### src/rtl/twi_mem_pkg.sv
package twi_mem_pkg;
  typedef enum logic [2:0] {
    ST_IDLE,
    ST_CTRL,
    ST_ADDR_H,
    ST_ADDR_L,
    ST_WDATA,
    ST_TX,
    ST_WAIT
  } twi_state_e;
endpackage

### src/rtl/twi_rx_shifter.sv
module twi_rx_shifter #(
  parameter int DW = 8,
  localparam int CW = $clog2(DW + 1)
) (
  input  logic          clk,
  input  logic          rst,
  input  logic          clr_i,
  input  logic          bit_evt_i,
  input  logic          bit_val_i,
  output logic [CW-1:0] cnt_o,
  output logic [DW-1:0] byte_o,
  output logic          byte_full_o,
  output logic          ack_slot_o
);
  logic [CW-1:0] cnt_q;
  logic [DW-2:0] sh_q;

  always_ff @(posedge clk) begin
    if (rst || clr_i) begin
      cnt_q <= '0;
      sh_q  <= '0;
    end else if (bit_evt_i) begin
      if (cnt_q == CW'(DW)) cnt_q <= '0;
      else begin
        cnt_q <= cnt_q + 1'b1;
        sh_q  <= {sh_q[DW-3:0], bit_val_i};
      end
    end
  end

  assign cnt_o       = cnt_q;
  assign byte_o      = {sh_q, bit_val_i};
  assign byte_full_o = bit_evt_i && (cnt_q == CW'(DW - 1));
  assign ack_slot_o  = bit_evt_i && (cnt_q == CW'(DW));


  cnt_range_chk: assert property (@(posedge clk) disable iff (rst)
    cnt_q <= CW'(DW));
endmodule

### src/rtl/twi_addr_ptr.sv
module twi_addr_ptr #(
  parameter int AW = 12
) (
  input  logic          clk,
  input  logic          rst,
  input  logic          load_i,
  input  logic [AW-1:0] load_val_i,
  input  logic          inc_i,
  output logic [AW-1:0] ptr_o
);
  logic [AW-1:0] ptr_q;

  always_ff @(posedge clk) begin
    if (rst)         ptr_q <= '0;
    else if (load_i) ptr_q <= load_val_i;
    else if (inc_i)  ptr_q <= ptr_q + 1'b1;
  end

  assign ptr_o = ptr_q;


  ptr_wrap_chk: assert property (@(posedge clk) disable iff (rst)
    (inc_i && !load_i) |=> ptr_q == AW'($past(ptr_q) + 1'b1));
endmodule

### src/rtl/twi_mem_slave.sv
module twi_mem_slave
  import twi_mem_pkg::*;
#(
  parameter int AW = 12,
  parameter int CODE_W = 4,
  parameter int SEL_W = 3,
  parameter logic [CODE_W-1:0] DEV_CODE = 4'b1010,
  localparam int DW = CODE_W + SEL_W + 1
) (
  input  logic             clk,
  input  logic             rst,
  input  logic             start_evt_i,
  input  logic             stop_evt_i,
  input  logic             bit_evt_i,
  input  logic             bit_val_i,
  input  logic             scl_fall_i,
  input  logic [SEL_W-1:0] strap_i,
  input  logic             busy_i,
  output logic             sda_low_o,
  output logic             wr_en_o,
  output logic [AW-1:0]    wr_addr_o,
  output logic [DW-1:0]    wr_data_o,
  output logic             commit_o,
  output logic             rd_en_o,
  output logic [AW-1:0]    rd_addr_o,
  input  logic [DW-1:0]    rd_data_i
);
  localparam int CW   = $clog2(DW + 1);
  localparam int HI_W = AW - DW;

  twi_state_e    state_q;
  logic [CW-1:0] cnt;
  logic [DW-1:0] rx_byte;
  logic          byte_full, ack_slot;
  logic [AW-1:0] ptr_q;
  logic          ptr_load, ptr_inc;
  logic [HI_W-1:0] hi_q;
  logic          ack_q, dirty_q, pend_q;
  logic [DW-1:0] tx_q;
  logic          ctrl_match;

  twi_rx_shifter #(.DW(DW)) rx_i (
    .clk        (clk),
    .rst        (rst),
    .clr_i      (start_evt_i | stop_evt_i),
    .bit_evt_i  (bit_evt_i),
    .bit_val_i  (bit_val_i),
    .cnt_o      (cnt),
    .byte_o     (rx_byte),
    .byte_full_o(byte_full),
    .ack_slot_o (ack_slot)
  );

  always_comb begin
    ctrl_match = (rx_byte[DW-1 -: CODE_W] == DEV_CODE) &&
                 (rx_byte[SEL_W:1] == strap_i) && !busy_i;
    ptr_load   = byte_full && (state_q == ST_ADDR_L) && !start_evt_i && !stop_evt_i;
    ptr_inc    = !start_evt_i && !stop_evt_i &&
                 ((byte_full && state_q == ST_WDATA) ||
                  (ack_slot && state_q == ST_TX && !ack_q));
  end

  twi_addr_ptr #(.AW(AW)) ptr_i (
    .clk       (clk),
    .rst       (rst),
    .load_i    (ptr_load),
    .load_val_i({hi_q, rx_byte}),
    .inc_i     (ptr_inc),
    .ptr_o     (ptr_q)
  );

  always_ff @(posedge clk) begin
    if (rst) begin
      state_q   <= ST_IDLE;
      ack_q     <= 1'b0;
      dirty_q   <= 1'b0;
      pend_q    <= 1'b0;
      hi_q      <= '0;
      tx_q      <= '0;
      sda_low_o <= 1'b0;
      wr_en_o   <= 1'b0;
      wr_addr_o <= '0;
      wr_data_o <= '0;
      commit_o  <= 1'b0;
      rd_en_o   <= 1'b0;
      rd_addr_o <= '0;
    end else begin
      wr_en_o  <= 1'b0;
      rd_en_o  <= 1'b0;
      commit_o <= 1'b0;
      pend_q   <= rd_en_o;
      if (pend_q) tx_q <= rd_data_i;
      if (start_evt_i) begin
        state_q   <= ST_CTRL;
        ack_q     <= 1'b0;
        sda_low_o <= 1'b0;
        dirty_q   <= 1'b0;
      end else if (stop_evt_i) begin
        state_q   <= ST_IDLE;
        ack_q     <= 1'b0;
        sda_low_o <= 1'b0;
        commit_o  <= dirty_q;
        dirty_q   <= 1'b0;
      end else begin
        if (byte_full) begin
          case (state_q)
            ST_CTRL: begin
              if (ctrl_match) begin
                ack_q <= 1'b1;
                if (rx_byte[0]) begin
                  state_q   <= ST_TX;
                  rd_en_o   <= 1'b1;
                  rd_addr_o <= ptr_q;
                end else begin
                  state_q <= ST_ADDR_H;
                end
              end else begin
                state_q <= ST_WAIT;
              end
            end
            ST_ADDR_H: begin
              hi_q    <= rx_byte[HI_W-1:0];
              ack_q   <= 1'b1;
              state_q <= ST_ADDR_L;
            end
            ST_ADDR_L: begin
              ack_q   <= 1'b1;
              state_q <= ST_WDATA;
            end
            ST_WDATA: begin
              ack_q     <= 1'b1;
              wr_en_o   <= 1'b1;
              wr_addr_o <= ptr_q;
              wr_data_o <= rx_byte;
              dirty_q   <= 1'b1;
            end
            default: ;
          endcase
        end
        if (ack_slot) begin
          ack_q <= 1'b0;
          if (state_q == ST_TX && !ack_q) begin
            if (bit_val_i) state_q <= ST_WAIT;
            else begin
              rd_en_o   <= 1'b1;
              rd_addr_o <= AW'(ptr_q + 1'b1);
            end
          end
        end
        if (scl_fall_i) begin
          if (cnt == CW'(DW)) sda_low_o <= ack_q;
          else if (state_q == ST_TX) begin
            sda_low_o <= !tx_q[DW-1];
            tx_q      <= {tx_q[DW-2:0], 1'b1};
          end else sda_low_o <= 1'b0;
        end
      end
    end
  end


  ack_on_fall_chk: assert property (@(posedge clk) disable iff (rst)
    $rose(sda_low_o) |-> $past(scl_fall_i));

  busy_noack_chk: assert property (@(posedge clk) disable iff (rst)
    (byte_full && state_q == ST_CTRL && busy_i && !start_evt_i && !stop_evt_i) |=> !ack_q);

  wr_ptr_step_chk: assert property (@(posedge clk) disable iff (rst)
    wr_en_o |-> ptr_q == AW'(wr_addr_o + 1'b1));

  commit_stop_chk: assert property (@(posedge clk) disable iff (rst)
    commit_o |-> $past(stop_evt_i));

  nack_release_chk: assert property (@(posedge clk) disable iff (rst)
    (state_q == ST_WAIT && scl_fall_i && !start_evt_i) |=> !sda_low_o);
endmodule

### config.mk
export PLATFORM = sky130hd
export DESIGN_NAME = twi_mem_slave
export DESIGN_NICKNAME = d
export VERILOG_FILES = /design/src/rtl/twi_mem_pkg.sv /design/src/rtl/twi_rx_shifter.sv /design/src/rtl/twi_addr_ptr.sv /design/src/rtl/twi_mem_slave.sv
export SDC_FILE = /design/constraint.sdc
export NUM_CORES = 1
export LEC_CHECK = 0
export BUFFER_PORTS_ARGS = -buffer_cell sky130_fd_sc_hd__buf_4
export CORE_ASPECT_RATIO = 0.9
export CORE_MARGIN = 10
export CORE_UTILIZATION = 45
export DETAILED_ROUTE_END_ITERATION = 12
export PLACE_DENSITY = 0.74
export REMOVE_ABC_BUFFERS = 1
export SLEW_MARGIN = 25
export SYNTH_ARGS = -nofsm -noshare
export SYNTH_HDL_FRONTEND = slang
export SYNTH_SLANG_ARGS = --single-unit
### constraint.sdc
create_clock -name clk -period 4.04 [get_ports clk]
set_input_delay 0.404 -clock clk [delete_from_list [all_inputs] [get_ports clk]]
set_output_delay 0.404 -clock clk [all_outputs]
set_load 0.01 [all_outputs]
==> results.json, run 1 <==
{
  "postCtsSetupRepairBufs": 0,
  "clockRootBuffer": "clkbuf_8",
  "fin_skew_ps": 7.46,
  "cts_tree": "built",
  "gr-total-overflow": 0,
  "drt_iter0_drc": 234,
  "hold_viol_final": 0,
  "io_buffers": 54,
  "cts_made_buffers": 9,
  "relSlewSlack_pct": 47.5,
  "synthTopCellsByArea": "dfxtp_1, a21oi_1, nand2_1",
  "status": "complete, no violations",
  "tns_ps": 0,
  "critical_path_buf_inv_count": 0,
  "fmax_ghz": 0.424,
  "core_region_area_um2": 7990,
  "start_util_pct": 45.9,
  "hpwl_um": 6800,
  "drive_above_1_share_pct": 19.3,
  "num_io_pins": 55,
  "peakVddDrop_mv": 0.238,
  "diodes": 0,
  "cts_buffer_depth": 2,
  "grt_max_degree": 64,
  "worst-setup-path-type": "reg2reg",
  "path_clk_slew_ps": 80,
  "worst_slew_pin_slew_ps": 786,
  "critPathTopFamily": "simple AND/OR/NAND/NOR gates",
  "required_ps": 4320,
  "final_cell_mix": "dfxtp_1, nand2_1, buf_4",
  "die_w_um": 115,
  "timing.reg2reg.setup_slack_ps": 1680,
  "die_h_um": 106,
  "startpoint_type": "flip-flop",
  "synth-edff-count": 0,
  "gr-usage-all-layers_pct": 15.8,
  "via_per_inst": 5.80,
  "cts_resized": 0,
  "critPathLaunch": "ptr_i.ptr_o[0]$_SDFFE_PP0P_",
  "drc": 0,
  "synth_area_um2": 3670,
  "power.density_nw_per_um2": 342,
  "hold_buffers": 0,
  "final_antenna_net_count": 0,
  "synth_seq_cells": 77,
  "met3_usage_pct": 4.48,
  "final_common_cell": "dfxtp_1",
  "use_met1_pct": 19.1,
  "final_core_util_pct": 53.7,
  "hold_start": "scl_fall_i",
  "yosysTopAreaCellShare_pct": 42.0,
  "crit_top_cell": "o22ai_1",
  "min_period_over_period_pct": 58.4,
  "final_nets": 488,
  "post-route-min-period_ps": 2360,
  "yosysWarnings": 0,
  "grt_pass1_vias": 3288,
  "r2r-start": "ptr_i.ptr_o[0]$_SDFFE_PP0P_",
  "dr_total_vias": 3304,
  "setup_viol_count_final": 0,
  "finalWirelength_um": 9620,
  "clock_latency_ps": 350,
  "dieArea_um2": 12200,
  "gp_congestion": 0.911,
  "cp-end-kind": "flip-flop",
  "first_pass_iters": 5,
  "p_leak_uw": 0.00158,
  "yosysUniqueCellTypes": 66,
  "synth_top_cell_by_area": "dfxtp_1",
  "area_growth_pct": 16.9,
  "critPathSlowestCell": "dfxtp_1",
  "cts.sinks": 77,
  "async_flop_share_pct": 0,
  "drv_slew": 0,
  "holdCritPathClass": "in2reg",
  "grt_pass1_wl_um": 16100,
  "ys_dominant_reg_cell": "dfxtp_1",
  "rows": 31,
  "h-tree-depth": 3,
  "path_cells": "ha_1 -> and4_1 -> or3b_2 -> xnor2_1 -> o22ai_1 -> o22ai_1",
  "cp_slowest_stage_delay_ps": 550,
  "grtUsageMet2_pct": 26.2,
  "busiest_layer": "met2",
  "wl_per_cell_um": 16.9,
  "syn_inst": 429,
  "cp_max_fo": 8,
  "syn_area_per_cell_um2": 8.56,
  "yosysSeqAreaShare_pct": 42.0,
  "cap_violations": 0,
  "crit_arrival_ps": 2640,
  "rsz0062_at_grt": "no",
  "antenna_found_initial": 0
}
-- layer usage --
layer	vias to the layer above	routed length, um
met5	-	0
met4	0	156
met3	10	596
met2	97	4720
met1	1580	4150
li1	1617	-
-- logic make-up after synthesis --
group	Yosys count	share of synthesized area, %
AO/OA/AOI/OAI	115	21.5
XOR/XNOR	6	1.43
adder cells (fa/ha/maj)	3	1.02
buffers and inverters	39	4.63
flip-flops	77	42.0
multiplexers	19	5.21
AND/OR/NAND/NOR	170	24.2
-- final timing paths --
check | to | depth (start not counted)
min reg2reg | commit_o$_SDFF_PP0_ | 2
min | sda_low_o$_SDFFE_PP0P_ | 2
max reg2reg | rd_addr_o[10]$_SDFFE_PP0P_ | 6
max | rd_addr_o[10]$_SDFFE_PP0P_ | 6
-- synthesized netlist by cell type (2+ instances only) --
cell / instances
a2111oi_0: 3
a211o_1: 3
a211oi_1: 11
a21oi_1: 49
a311oi_1: 5
a31oi_1: 7
and3_1: 2
and4b_1: 2
buf_2: 6
buf_4: 2
clkbuf_1: 17
dfxtp_1: 77
ha_1: 3
inv_1: 11
mux2i_1: 18
nand2_1: 65
nand2b_1: 2
nand3_1: 15
nand3b_4: 2
nand4_1: 2
nor2_1: 41
nor2b_1: 5
nor3_1: 7
nor3b_1: 2
nor4_1: 3
o21a_1: 7
o21ai_0: 8
o221a_1: 5
o221a_2: 2
o22ai_1: 3
or3_1: 5
xnor2_1: 5
-- sequential cells by signal, indices dropped and copies added (netlist names), 3 cells and up --
| signal | cells |
|---|---|
| ptr_i.ptr_o | 12 |
| rd_addr_o | 12 |
| wr_addr_o | 12 |
| tx_q | 8 |
| wr_data_o | 8 |
| rx_i.sh_q | 7 |
| hi_q | 4 |
| rx_i.cnt_o | 4 |
| state_q | 3 |
-- cell type report --
class                           count  area [um2]
Inverter                           11        41.3
Multi-Input combinational cell    313        1960
Timing Repair Buffer               54         405
Fill cell                         755        3700
Tap cell                           99         124
Sequential cell                    77        1540
Clock buffer                        9         124
Clock inverter                      7        97.6
-- through the flow --
stage	hold WS, ps	total power [uW]	setup WS [ps]	cells	cell area [um2]
3_5_place_dp	438	834	1490	554	4070
3_3_place_gp	439	832	1580	554	4070
4_1_cts	237	1480	1680	570	4290
2_1_floorplan	415	800	2090	401	3540
5_1_grt	248	1510	1490	570	4290
6_report	247	1470	1680	570	4290
-- report_power, final --
group	switching (uW)	internal [uW]	leakage, uW
combinational	33.4	20.7	0.000853
clock	300	350	0.000106
sequential	3.14	759	0.000620
total	337	1130	0.00158
(Power assumes the default switching activity.)
==> inputs of run 2 (changes only) <==
Settings changed: PLACE_DENSITY 0.74 to 0.77.
Clock period 4.04 ns to 2.1 ns, I/O delays scaled along.
==> results.json, run 2 (same netlist as run 1, synthesis figures left out) <==
{
  "grtUsageMet2_pct": 25.9,
  "path_clk_slew_ps": 80,
  "wl_per_cell_um": 16.3,
  "fin_skew_ps": 7.80,
  "cp-end-kind": "flip-flop",
  "area_growth_pct": 22.5,
  "fmax_ghz": 0.504,
  "gp_congestion": 0.926,
  "cts_tree": "built",
  "postCtsSetupRepairBufs": 0,
  "first_pass_iters": 5,
  "final_antenna_net_count": 0,
  "gr-usage-all-layers_pct": 15.9,
  "clockRootBuffer": "clkbuf_8",
  "final_nets": 515,
  "cts.sinks": 77,
  "final_core_util_pct": 56.3,
  "h-tree-depth": 3,
  "worstRegToRegCells": 7,
  "final_common_cell": "buf_4",
  "drv_slew": 0,
  "cts_buffer_depth": 2,
  "rows": 31,
  "fillers": 737,
  "finalWirelength_um": 9750,
  "startpoint_type": "flip-flop",
  "seqCellArea_um2": 1540,
  "use_met1_pct": 19.6,
  "cp_max_fo": 6,
  "die_w_um": 115,
  "final_cell_mix": "buf_4, dfxtp_1, nand2_1",
  "grt_pass1_wl_um": 16100,
  "drc": 0,
  "critPathSlowestCell": "or4_4",
  "p_leak_uw": 0.00172,
  "gr-total-overflow": 0,
  "drt_iter0_drc": 270,
  "clock_latency_ps": 350,
  "cp_slowest_stage_delay_ps": 560,
  "totalPowerFinal_uw": 2720,
  "cap_violations": 0,
  "met3_usage_pct": 4.08,
  "instances_no_fill": 597,
  "peakVddDrop_mv": 0.378,
  "die_h_um": 106,
  "status": "complete, no violations",
  "io_buffers": 54,
  "dr_total_vias": 3426,
  "diodes": 0,
  "antenna_found_initial": 0,
  "holdCritPathClass": "in2reg",
  "busiest_layer": "met2",
  "power.density_nw_per_um2": 604,
  "place_inst": 581,
  "grt_max_degree": 26,
  "cts_resized": 0,
  "timing.reg2reg.setup_slack_ps": 120,
  "crit_arrival_ps": 2220,
  "setup_viol_count_final": 0,
  "relSlewSlack_pct": 59.4,
  "critPathTopFamily": "simple AND/OR/NAND/NOR gates",
  "num_io_pins": 55,
  "min_path_cells": 2,
  "hold_viol_final": 0,
  "grt_pass1_vias": 3270,
  "dp_worst_setup_slack_ps": 88.3,
  "timing.final.ws_setup_ps": 115,
  "min_period_over_period_pct": 94.5,
  "post-route-min-period_ps": 1980,
  "hpwl_um": 7240,
  "hold_buffers": 0,
  "start_util_pct": 45.9,
  "critical_path_buf_inv_count": 1,
  "cts_made_buffers": 9,
  "dieArea_um2": 12200,
  "via_per_inst": 5.74,
  "crit_cells": 7,
  "core_region_area_um2": 7990,
  "required_ps": 2330,
  "multi_input_area_um2": 1980,
  "worst_slew_pin_slew_ps": 607,
  "worst-setup-path-type": "reg2reg",
  "drive_above_1_share_pct": 24.3,
  "tns_ps": 0,
  "path_cells": "inv_1 -> ha_1 -> nand3b_4 -> or4_4 -> or3_1 -> o221ai_1 -> a21oi_1",
  "rsz0062_at_grt": "no"
}
## run 2: power by group
part	switching (uW)	leakage [uW]	internal, uW
Clock	551	0.0000995	584
Sequential	5.41	0.000620	1460
Combinational	69.5	0.000998	44.4
## run 2: through the flow
step / hold slack (ps) / area [um2]
after floorplan: 279 / 3540
after global placement: 421 / 4270
after detailed placement: 428 / 4270
after CTS: 62.0 / 4480
after global routing: 82.6 / 4500
final: 73.7 / 4500
## run 2: cell type report
cell class                      instances  area share (%)
Multi-Input combinational cell        313            44.0
Sequential cell                        77            34.3
Timing Repair Buffer                   81            13.5
Clock buffer                           11            3.15
Tap cell                               99            2.76
Clock inverter                          5            1.34
Inverter                               11           0.918
## run 2: path summary, 6_finish.rpt
check,from,to
hold / removal,start_evt_i,commit_o$_SDFF_PP0_
setup reg to reg,rx_i.cnt_o[0]$_SDFFE_PP0P_,rd_addr_o[8]$_SDFFE_PP0P_
hold reg to reg,dirty_q$_SDFFE_PP0P_,commit_o$_SDFF_PP0_
setup / recovery,rx_i.cnt_o[0]$_SDFFE_PP0P_,rd_addr_o[8]$_SDFFE_PP0P_
## run 2: routing by layer
layer | vias up | share of wire [%]
met5 | - | 0
met4 | 0 | 1.4
met3 | 15 | 6.6
met2 | 120 | 49
met1 | 1621 | 43
li1 | 1670 | -
